==> src/rtl/enc_rd_pkg.sv <==
package enc_rd_pkg;

    typedef enum logic [1:0] {
        ST_IDLE = 2'd0,
        ST_LOW  = 2'd1,
        ST_HIGH = 2'd2,
        ST_GAP  = 2'd3
    } rd_state_t;

endpackage

==> src/rtl/enc_sync.sv <==
module enc_sync #(
    parameter int   STAGES  = 2,
    parameter logic RST_VAL = 1'b0
) (
    input  logic clk,
    input  logic rst_n,
    input  logic d,
    output logic q
);

    logic [STAGES-1:0] chain_q;

    generate
        if (STAGES == 1) begin : g_single
            always_ff @(posedge clk or negedge rst_n) begin
                if (!rst_n) chain_q <= {STAGES{RST_VAL}};
                else        chain_q <= d;
            end
        end else begin : g_multi
            always_ff @(posedge clk or negedge rst_n) begin
                if (!rst_n) chain_q <= {STAGES{RST_VAL}};
                else        chain_q <= {chain_q[STAGES-2:0], d};
            end
        end
    endgenerate

    assign q = chain_q[STAGES-1];

endmodule

==> src/rtl/enc_interval_timer.sv <==
module enc_interval_timer #(
    parameter int W = 12
) (
    input  logic         clk,
    input  logic         rst_n,
    input  logic         run,
    input  logic [W-1:0] limit,
    output logic         tick
);

    logic [W-1:0] cnt_q;

    // limit is guaranteed non-zero by the caller
    assign tick = run && (cnt_q == limit - W'(1));

    always_ff @(posedge clk or negedge rst_n) begin
        if (!rst_n)            cnt_q <= '0;
        else if (!run || tick) cnt_q <= '0;
        else                   cnt_q <= cnt_q + W'(1);
    end

endmodule

==> src/rtl/enc_shifter.sv <==
module enc_shifter #(
    parameter int BITS = 24
) (
    input  logic            clk,
    input  logic            rst_n,
    input  logic            clear,
    input  logic            shift_en,
    input  logic            bit_in,
    output logic            last,
    output logic [BITS-1:0] word,
    output logic            word_vld
);

    localparam int CW = $clog2(BITS);

    logic [BITS-1:0] sr_q;
    logic [BITS-1:0] word_q;
    logic [CW-1:0]   cnt_q;
    logic            vld_q;

    assign last     = (cnt_q == CW'(BITS - 1));
    assign word     = word_q;
    assign word_vld = vld_q;

    always_ff @(posedge clk or negedge rst_n) begin
        if (!rst_n) begin
            sr_q   <= '0;
            word_q <= '0;
            cnt_q  <= '0;
            vld_q  <= 1'b0;
        end else begin
            vld_q <= 1'b0;
            if (clear) begin
                sr_q  <= '0;
                cnt_q <= '0;
            end else if (shift_en) begin
                sr_q  <= {sr_q[BITS-2:0], bit_in};
                cnt_q <= last ? '0 : cnt_q + CW'(1);
                if (last) begin
                    word_q <= {sr_q[BITS-2:0], bit_in};
                    vld_q  <= 1'b1;
                end
            end
        end
    end

endmodule

==> src/rtl/enc_reader.sv <==
module enc_reader
    import enc_rd_pkg::*;
#(
    parameter int WORD_BITS   = 24,
    parameter int DIV_W       = 12,
    parameter int GAP_W       = 16,
    parameter int GAP_DEFAULT = 4000,
    parameter int MIN_HALF    = 4,
    parameter int SYNC_STAGES = 2
) (
    input  logic                 clk,
    input  logic                 rst_n,
    input  logic                 start,
    input  logic                 free_run,
    input  logic [DIV_W-1:0]     half_div,
    input  logic [GAP_W-1:0]     gap_cycles,
    output logic                 enc_clk,
    input  logic                 enc_data,
    output logic [WORD_BITS-1:0] position,
    output logic                 pos_valid,
    output logic                 busy
);

    localparam logic [DIV_W-1:0] HALF_FLOOR = DIV_W'(MIN_HALF);
    localparam logic [GAP_W-1:0] GAP_DFLT   = GAP_W'(GAP_DEFAULT);

    rd_state_t state_q, state_d;

    logic [DIV_W-1:0] half_eff;
    logic [GAP_W-1:0] gap_eff;
    logic             phase_run, phase_tick;
    logic             gap_run, gap_tick;
    logic             shift_en, burst_clr, last_bit, din_s;
    logic             launch;

    assign half_eff = (half_div < HALF_FLOOR) ? HALF_FLOOR : half_div;
    assign gap_eff  = (gap_cycles == '0) ? GAP_DFLT : gap_cycles;
    assign launch   = start || free_run;

    enc_sync #(.STAGES(SYNC_STAGES), .RST_VAL(1'b0)) u_sync (
        .clk   (clk),
        .rst_n (rst_n),
        .d     (enc_data),
        .q     (din_s)
    );

    enc_interval_timer #(.W(DIV_W)) u_phase (
        .clk   (clk),
        .rst_n (rst_n),
        .run   (phase_run),
        .limit (half_eff),
        .tick  (phase_tick)
    );

    enc_interval_timer #(.W(GAP_W)) u_gap (
        .clk   (clk),
        .rst_n (rst_n),
        .run   (gap_run),
        .limit (gap_eff),
        .tick  (gap_tick)
    );

    enc_shifter #(.BITS(WORD_BITS)) u_shift (
        .clk      (clk),
        .rst_n    (rst_n),
        .clear    (burst_clr),
        .shift_en (shift_en),
        .bit_in   (din_s),
        .last     (last_bit),
        .word     (position),
        .word_vld (pos_valid)
    );

    // state register
    always_ff @(posedge clk or negedge rst_n) begin
        if (!rst_n) state_q <= ST_IDLE;
        else        state_q <= state_d;
    end

    // next state
    always_comb begin
        state_d = state_q;
        unique case (state_q)
            ST_IDLE: if (launch)     state_d = ST_LOW;
            ST_LOW:  if (phase_tick) state_d = ST_HIGH;
            ST_HIGH: if (phase_tick) state_d = last_bit ? ST_GAP : ST_LOW;
            ST_GAP:  if (gap_tick)   state_d = ST_IDLE;
            default:                 state_d = ST_IDLE;
        endcase
    end

    // outputs and control strobes
    always_comb begin
        enc_clk   = 1'b1;
        busy      = 1'b1;
        phase_run = 1'b0;
        gap_run   = 1'b0;
        shift_en  = 1'b0;
        burst_clr = 1'b0;
        unique case (state_q)
            ST_IDLE: begin
                busy      = 1'b0;
                burst_clr = launch;
            end
            ST_LOW: begin
                enc_clk   = 1'b0;
                phase_run = 1'b1;
            end
            ST_HIGH: begin
                phase_run = 1'b1;
                shift_en  = phase_tick;
            end
            ST_GAP: begin
                gap_run = 1'b1;
            end
            default: busy = 1'b0;
        endcase
    end

endmodule

==> config.mk <==
export PLATFORM = sky130hd
export DESIGN_NAME = enc_reader
export DESIGN_NICKNAME = d
export VERILOG_FILES = /design/src/rtl/enc_rd_pkg.sv /design/src/rtl/enc_sync.sv /design/src/rtl/enc_interval_timer.sv /design/src/rtl/enc_shifter.sv /design/src/rtl/enc_reader.sv
export SDC_FILE = /design/constraint.sdc
export NUM_CORES = 1
export LEC_CHECK = 0
export BUFFER_PORTS_ARGS = -buffer_cell sky130_fd_sc_hd__buf_2
export CELL_PAD_IN_SITES_DETAIL_PLACEMENT = 1
export CELL_PAD_IN_SITES_GLOBAL_PLACEMENT = 1
export CORE_MARGIN = 2
export CORE_UTILIZATION = 41
export DETAILED_ROUTE_END_ITERATION = 10
export HOLD_SLACK_MARGIN = 0.05
export PLACE_DENSITY = 0.75
export SETUP_SLACK_MARGIN = 0.15
export SKIP_LAST_GASP = 1
export SLEW_MARGIN = 20
export SYNTH_ARGS = -nofsm -noshare
export SYNTH_HDL_FRONTEND = slang
export SYNTH_HIERARCHICAL = 1
export SYNTH_SLANG_ARGS = --single-unit
==> constraint.sdc <==
create_clock -name clk -period 3.7 [get_ports clk]
set_clock_uncertainty 0.05 [all_clocks]
set_input_delay 0.37 -clock clk [delete_from_list [all_inputs] [get_ports clk]]
set_output_delay 0.37 -clock clk [all_outputs]
set_load 0.05 [all_outputs]
Yosys cells after proc, flatten, opt, wreduce, memory -nomap -nowiden
Index checks and enable logic that the tools add are counted.

storage, ports and cells
  flip-flop bits (word level) = 85
  input bits = 33
  output and inout bits = 27
  word-level logic and storage cells = 62

operators by class
  add/subtract/negate cells = 5
  magnitude comparators = 1
  equal/unequal tests = 10
  multiplexer cells = 24
  bitwise logic cells = 1
  reduce and logical (&&, ||, !) cells = 13

operator list
  kind                   count
  $mux 23                2
  $mux 16                2
  $mux 12                2
  $add 16x1->16 const B  1
  $eq 16x16->1           1
  $logic_not 16->1       1
  $sub 16x1->16 const B  1
  $mux 5                 3
  $add 12x1->12 const B  1
  $eq 12x12->1           1
  $lt 12x3->1 const B    1
  $sub 12x1->12 const B  1
  $mux 2                 5
  $mux 1                 9
  $pmux 2 s4             1
  $ne 2x2->1 const B     3
  $add 5x1->5 const B    1
  $eq 5x5->1 const B     1
  $eq 2x2->1 const B     2
  $reduce_and 4->1       1
  $logic_or 1x1->1       3
  $reduce_and 3->1       1
  $eq 2x1->1 const B     1
  $logic_and 1x1->1      2
  6 further kinds        7

Longest topological paths before layout
  word-level depth = 8
  gate-level depth with buffers = 16
  gate-level depth less buffers = 15

Hierarchy
The synthesis kept the hierarchy.

modules (own cells, without submodules)
  module                        instances  cells each  area each (µm²)  sequential area each (µm²)
  enc_shifter                   1          150         2184.6           1326.3
  enc_interval_timer (u_gap)    1          169         1456.4           400.4
  enc_interval_timer (u_phase)  1          117         1024.7           300.3
  enc_reader                    1          59          382.9            50.0
  enc_sync                      1          2           50.0             50.0

Least setup slack after synthesis
No wires, ideal clock.

  path kind = input -> register
  from = input port half_div[6]
  to = register u_shift.sr_q[12]
  setup time = 132 ps
  arrival time = 3457 ps
  required time = 3518 ps
  path slack = 61 ps
  stages = 14
  buffers on the path = 2
  path through = nor4_1 nand3_1 and2_1 or3_4 or4_1 o32ai_1 a31oi_1 a2111oi_4 and2_1 and2_1 buf_2 buf_2 mux2i_1 nor2_1

on the way
  word-level cells in the longest chain between the ends = 7

ends and longest elaborated chain
  item                         RTL line                  text
  start: declaration           enc_reader.sv:15          input logic [DIV_W-1:0] half_div,
  $lt 12x3->1                  enc_reader.sv:36          assign half_eff = (half_div < HALF_FLOOR) ? HALF_FLOOR : half_div;
  $mux 12                      enc_reader.sv:36
  net half_eff[0]              enc_reader.sv:29          logic [DIV_W-1:0] half_eff;
  $sub 12x1->12                enc_interval_timer.sv:14  assign tick = run && (cnt_q == limit - W'(1));
  $eq 12x12->1                 enc_interval_timer.sv:14
  $logic_and 1x1->1            enc_interval_timer.sv:14
  net phase_tick               enc_reader.sv:31          logic phase_run, phase_tick;
  $mux 1                       enc_reader.sv:100         unique case (state_q)
  net shift_en                 enc_reader.sv:33          logic shift_en, burst_clr, last_bit, din_s;
  $reduce_bool 2->1 (no line)  -
  end signal: assignment       enc_shifter.sv:37         sr_q <= {sr_q[BITS-2:0], bit_in};
  end: declaration             enc_shifter.sv:16         logic [BITS-1:0] sr_q;

The timed path passes the listed nets, and every way through them passes these cells.
A chain may end at the register's enable or synchronous reset.

Final worst setup path
  from = input port half_div[6]
  to = register u_shift.word_q[20] (netlist: u_shift/word[20])

on the way
  word-level cells in the longest chain between the ends = 7

ends and longest elaborated chain
  item                        RTL line                  text
  $lt 12x3->1                 enc_reader.sv:36
  $mux 12                     enc_reader.sv:36
  net half_eff[1]             enc_reader.sv:29
  $sub 12x1->12               enc_interval_timer.sv:14
  $eq 12x12->1                enc_interval_timer.sv:14
  $logic_and 1x1->1           enc_interval_timer.sv:14
  net phase_tick              enc_reader.sv:31
  $mux 1                      enc_reader.sv:100
  net shift_en                enc_reader.sv:33
  $reduce_and 3->1 (no line)  -
  end signal: assignment      enc_shifter.sv:40         word_q <= {sr_q[BITS-2:0], bit_in};
  end: declaration            enc_shifter.sv:17         logic [BITS-1:0] word_q;

The timed path passes the listed nets, and every way through them passes these cells.

==> results.tsv <==
metric	value	unit
CTS buffer count	9	
gr busiest metal	met2	
Synth Register Bits	85	
Slew Viols, Final	0	
status	finished, final reports clean	
unrepaired setup endpoints after global routing	false	
Util after Layout	51.40	%
Synth-to-Final Area Change	21.60	%
Crit. End Element	flop	
largest net degree at the start of global routing	86	
Mapped Cells	497	
Clock transition at path regs	0.06	ns
CP max FO	6	
num ports	60	
detailed placement HPWL	8759	microns
Final Cell Area	6200	sq um
slew margin rel.	49.11	%
sequential share of the synthesized area	41.72	%
final wirelength	12610	microns
number of flops mapped to enable cells by yosys	0	
CTS tree	done	
gpl congestion	0.7848	
Total GRT Usage	18.88	%
syn nets	539	
fill count	1356	
CP startpoint	half_div[6]	
CP Launch Type	input pin	
Reg2Reg Launch Point	u_gap/cnt_q[6]	
fraction of registers with async set/reset	100.0	%
Total Power	0.002543	W
CTS root buffer	clkbuf_16	
placed insts	722	
Nets	610	
first-pass GRT wire length	20150	microns
prevailing post-synth register cell	dfrtp_1	
ANT cells	0	
DRC errors left	0	
Worst Tran Pin Value	0.7634	ns
Pre-antenna DRT Iters	4	
Fin Hold WS	0.03014	ns
CTS Hold Bufs	0	
die width	115.5	microns
max cap viols	0	
CP arrival	3.66	ns
die area	13340	sq um
Final setup viols	0	
Remaining Overflow, GRT	0	
routing usage on met3	3.243	%
Cell Count, Final, Fillers Out	741	
Core Region	12060	sq um
post-route minimum period	3.488	ns
Via density	5.286	
# clock sinks	85	
f_max	0.2867	GHz
Clock Path Buffers	2	
Final ANT Viol Nets	0	
Die H	115.5	microns
DR vias	3917	
VDD IR max	0.2591	mV
antenna violations before repair	0	
WL per Instance	17.01	microns
met2 Resource Use GR	31.81	%
Initial DRC Count	159	
final worst path period share	94.28	%
synth unique cells	68	
port buffer count	59	
PwrDens	410.3	nW/um^2
Fin. Hold Viols	0	
Mapped Area	5099	sq um
Initial Util	42.27	%
num rows	40	
number of global-route vias before repair	4250	
syn_area_per_cell	10.26	sq um
H-tree Lvls	3	
Setup Crit Path Kind	input pin to flop	
Worst Path Required	3.87	ns
DP Area	5682	sq um
met1 usage	24.52	%
clock insertion delay at the later pin of the skew report	0.34	ns
Worst Hold Class	input pin to async pin	
share of cells above drive strength 1	31.06	%
Lkg Pwr	2.796	nW
Ys Warns	6	
state kept, by name, indices dropped and copies added (netlist names):
| name | count |
|---|---|
| u_gap/cnt_q | 16 |
| u_shift/sr_q | 23 |
| u_phase/cnt_q | 12 |
| state_q | 2 |
| u_shift/cnt_q | 5 |
| u_shift/word_vld | 1 |
| u_sync/chain_q | 2 |
| u_shift/word | 24 |
critical path, cell delays in order:
cell and delay [ns]:
buf_2 0.11, nor4_2 0.29, nand3_2 0.13, and2_4 0.18, or3_4 0.40, buf_6 0.13, xnor2_2 0.12, nor3_2 0.19
nand4_1 0.16, a2111oi_4 0.37, and2_1 0.21, and2_4 0.15, and3b_2 0.32, clkbuf_16 0.21, mux2_4 0.30
layer usage:
metal  share of wire (%)  wire [microns]
met5                   0               0
met4                 1.7             210
met2                  51            6372
met1                  45            5709
met3                 2.5             312
where the power goes:
part	total (W)	switching (W)	internal [W]
registers	0.00102	0.0000511	0.000967
clock network	0.000979	0.000350	0.000629
logic	0.000546	0.000349	0.000197
total	0.00254	0.000751	0.00179
cells by family after synthesis:
family / Yosys count / synth area share, %
muxes: 53 / 12.42
AOI/OAI and AO/OA: 34 / 6.356
xor gates and xnor gates: 53 / 9.104
and+or+nand+nor: 216 / 23.36
adders and majority gates: 9 / 2.209
buffers and inverters: 47 / 4.834
DFF: 85 / 41.72
cells in the final DEF (no fill, tap or decap), types with 3 or more instances in the layout:
cell | synthesis | final
dfrtp_1 | 85 | 85
buf_2 | 4 | 57
nor2_1 | 49 | 49
xnor2_1 | 35 | 34
nand2_1 | 32 | 32
buf_4 | 0 | 31
mux2i_1 | 28 | 28
mux2_4 | 19 | 20
nor3_1 | 21 | 19
xor2_1 | 18 | 18
nand3_1 | 14 | 13
inv_1 | 11 | 11
nand4_1 | 11 | 11
clkbuf_16 | 0 | 11
nor2_2 | 10 | 10
nand2b_1 | 9 | 9
ha_1 | 9 | 9
or3_1 | 9 | 9
and3_1 | 7 | 7
nand3b_1 | 6 | 6
nor2b_1 | 7 | 6
nor4_1 | 7 | 5
mux2_2 | 6 | 5
buf_6 | 3 | 4
a21oi_1 | 4 | 4
and2_4 | 0 | 3
a2111oi_4 | 3 | 3
nor3b_1 | 3 | 3
final cells by class:
cell class              count  area, sq um  share of cell area (%)
clock buffers              13        260.3                   4.198
clock inverters             3        67.56                   1.090
inverters                  11        41.29                  0.6660
multi-input cells         365         2840                   45.81
flip-flops and latches     85         2127                   34.31
well taps                 168        210.2                   3.391
repair buffers             96        653.1                   10.53
synth_stat cells (10+ instances only):
cell | n | area (sq um)
nand2_1 | 32 | 120.1
inv_1 | 11 | 41.29
xnor2_1 | 35 | 306.5
nor3_1 | 21 | 105.1
nand3_1 | 14 | 70.07
mux2i_1 | 28 | 280.3
dfrtp_1 | 85 | 2127
nand4_1 | 11 | 68.82
clkbuf_1 | 26 | 97.59
mux2_4 | 19 | 285.3
nor2_2 | 10 | 62.56
xor2_1 | 18 | 157.7
nor2_1 | 49 | 183.9
metrics by stage:
step / TNS (ns) / setup WS [ns]
global placement: -3.115 / -0.1618
detailed placement: -9.341 / -0.2758
finish: 0 / 0.2116
floorplan: 0 / 0.2112
global route: 0 / 0.06554
CTS: 0 / 0.1456
worst paths after layout:
path                                endpoint  slack [ns]  cells past startpoint
setup / recovery            u_shift/word[20]        0.21                     15
hold / removal              u_shift/word[12]        0.03                      1
setup reg to reg                  state_q[0]        0.73                      9
hold reg to reg            u_sync/chain_q[1]        0.31                      0
max in group asynchronous   u_phase/cnt_q[6]        3.04                      1
min in group clk           u_sync/chain_q[0]        0.09                      1
what timing repair did:
action                                  in CTS  in global routing
gates resized for setup                      3                 23
pin swaps                                    0                 10
gates cloned                                 0                  3
buffers inserted                             0                  0
endpoints found under the setup margin      30                 47
Note: power is estimated with default switching activity, not from simulation.
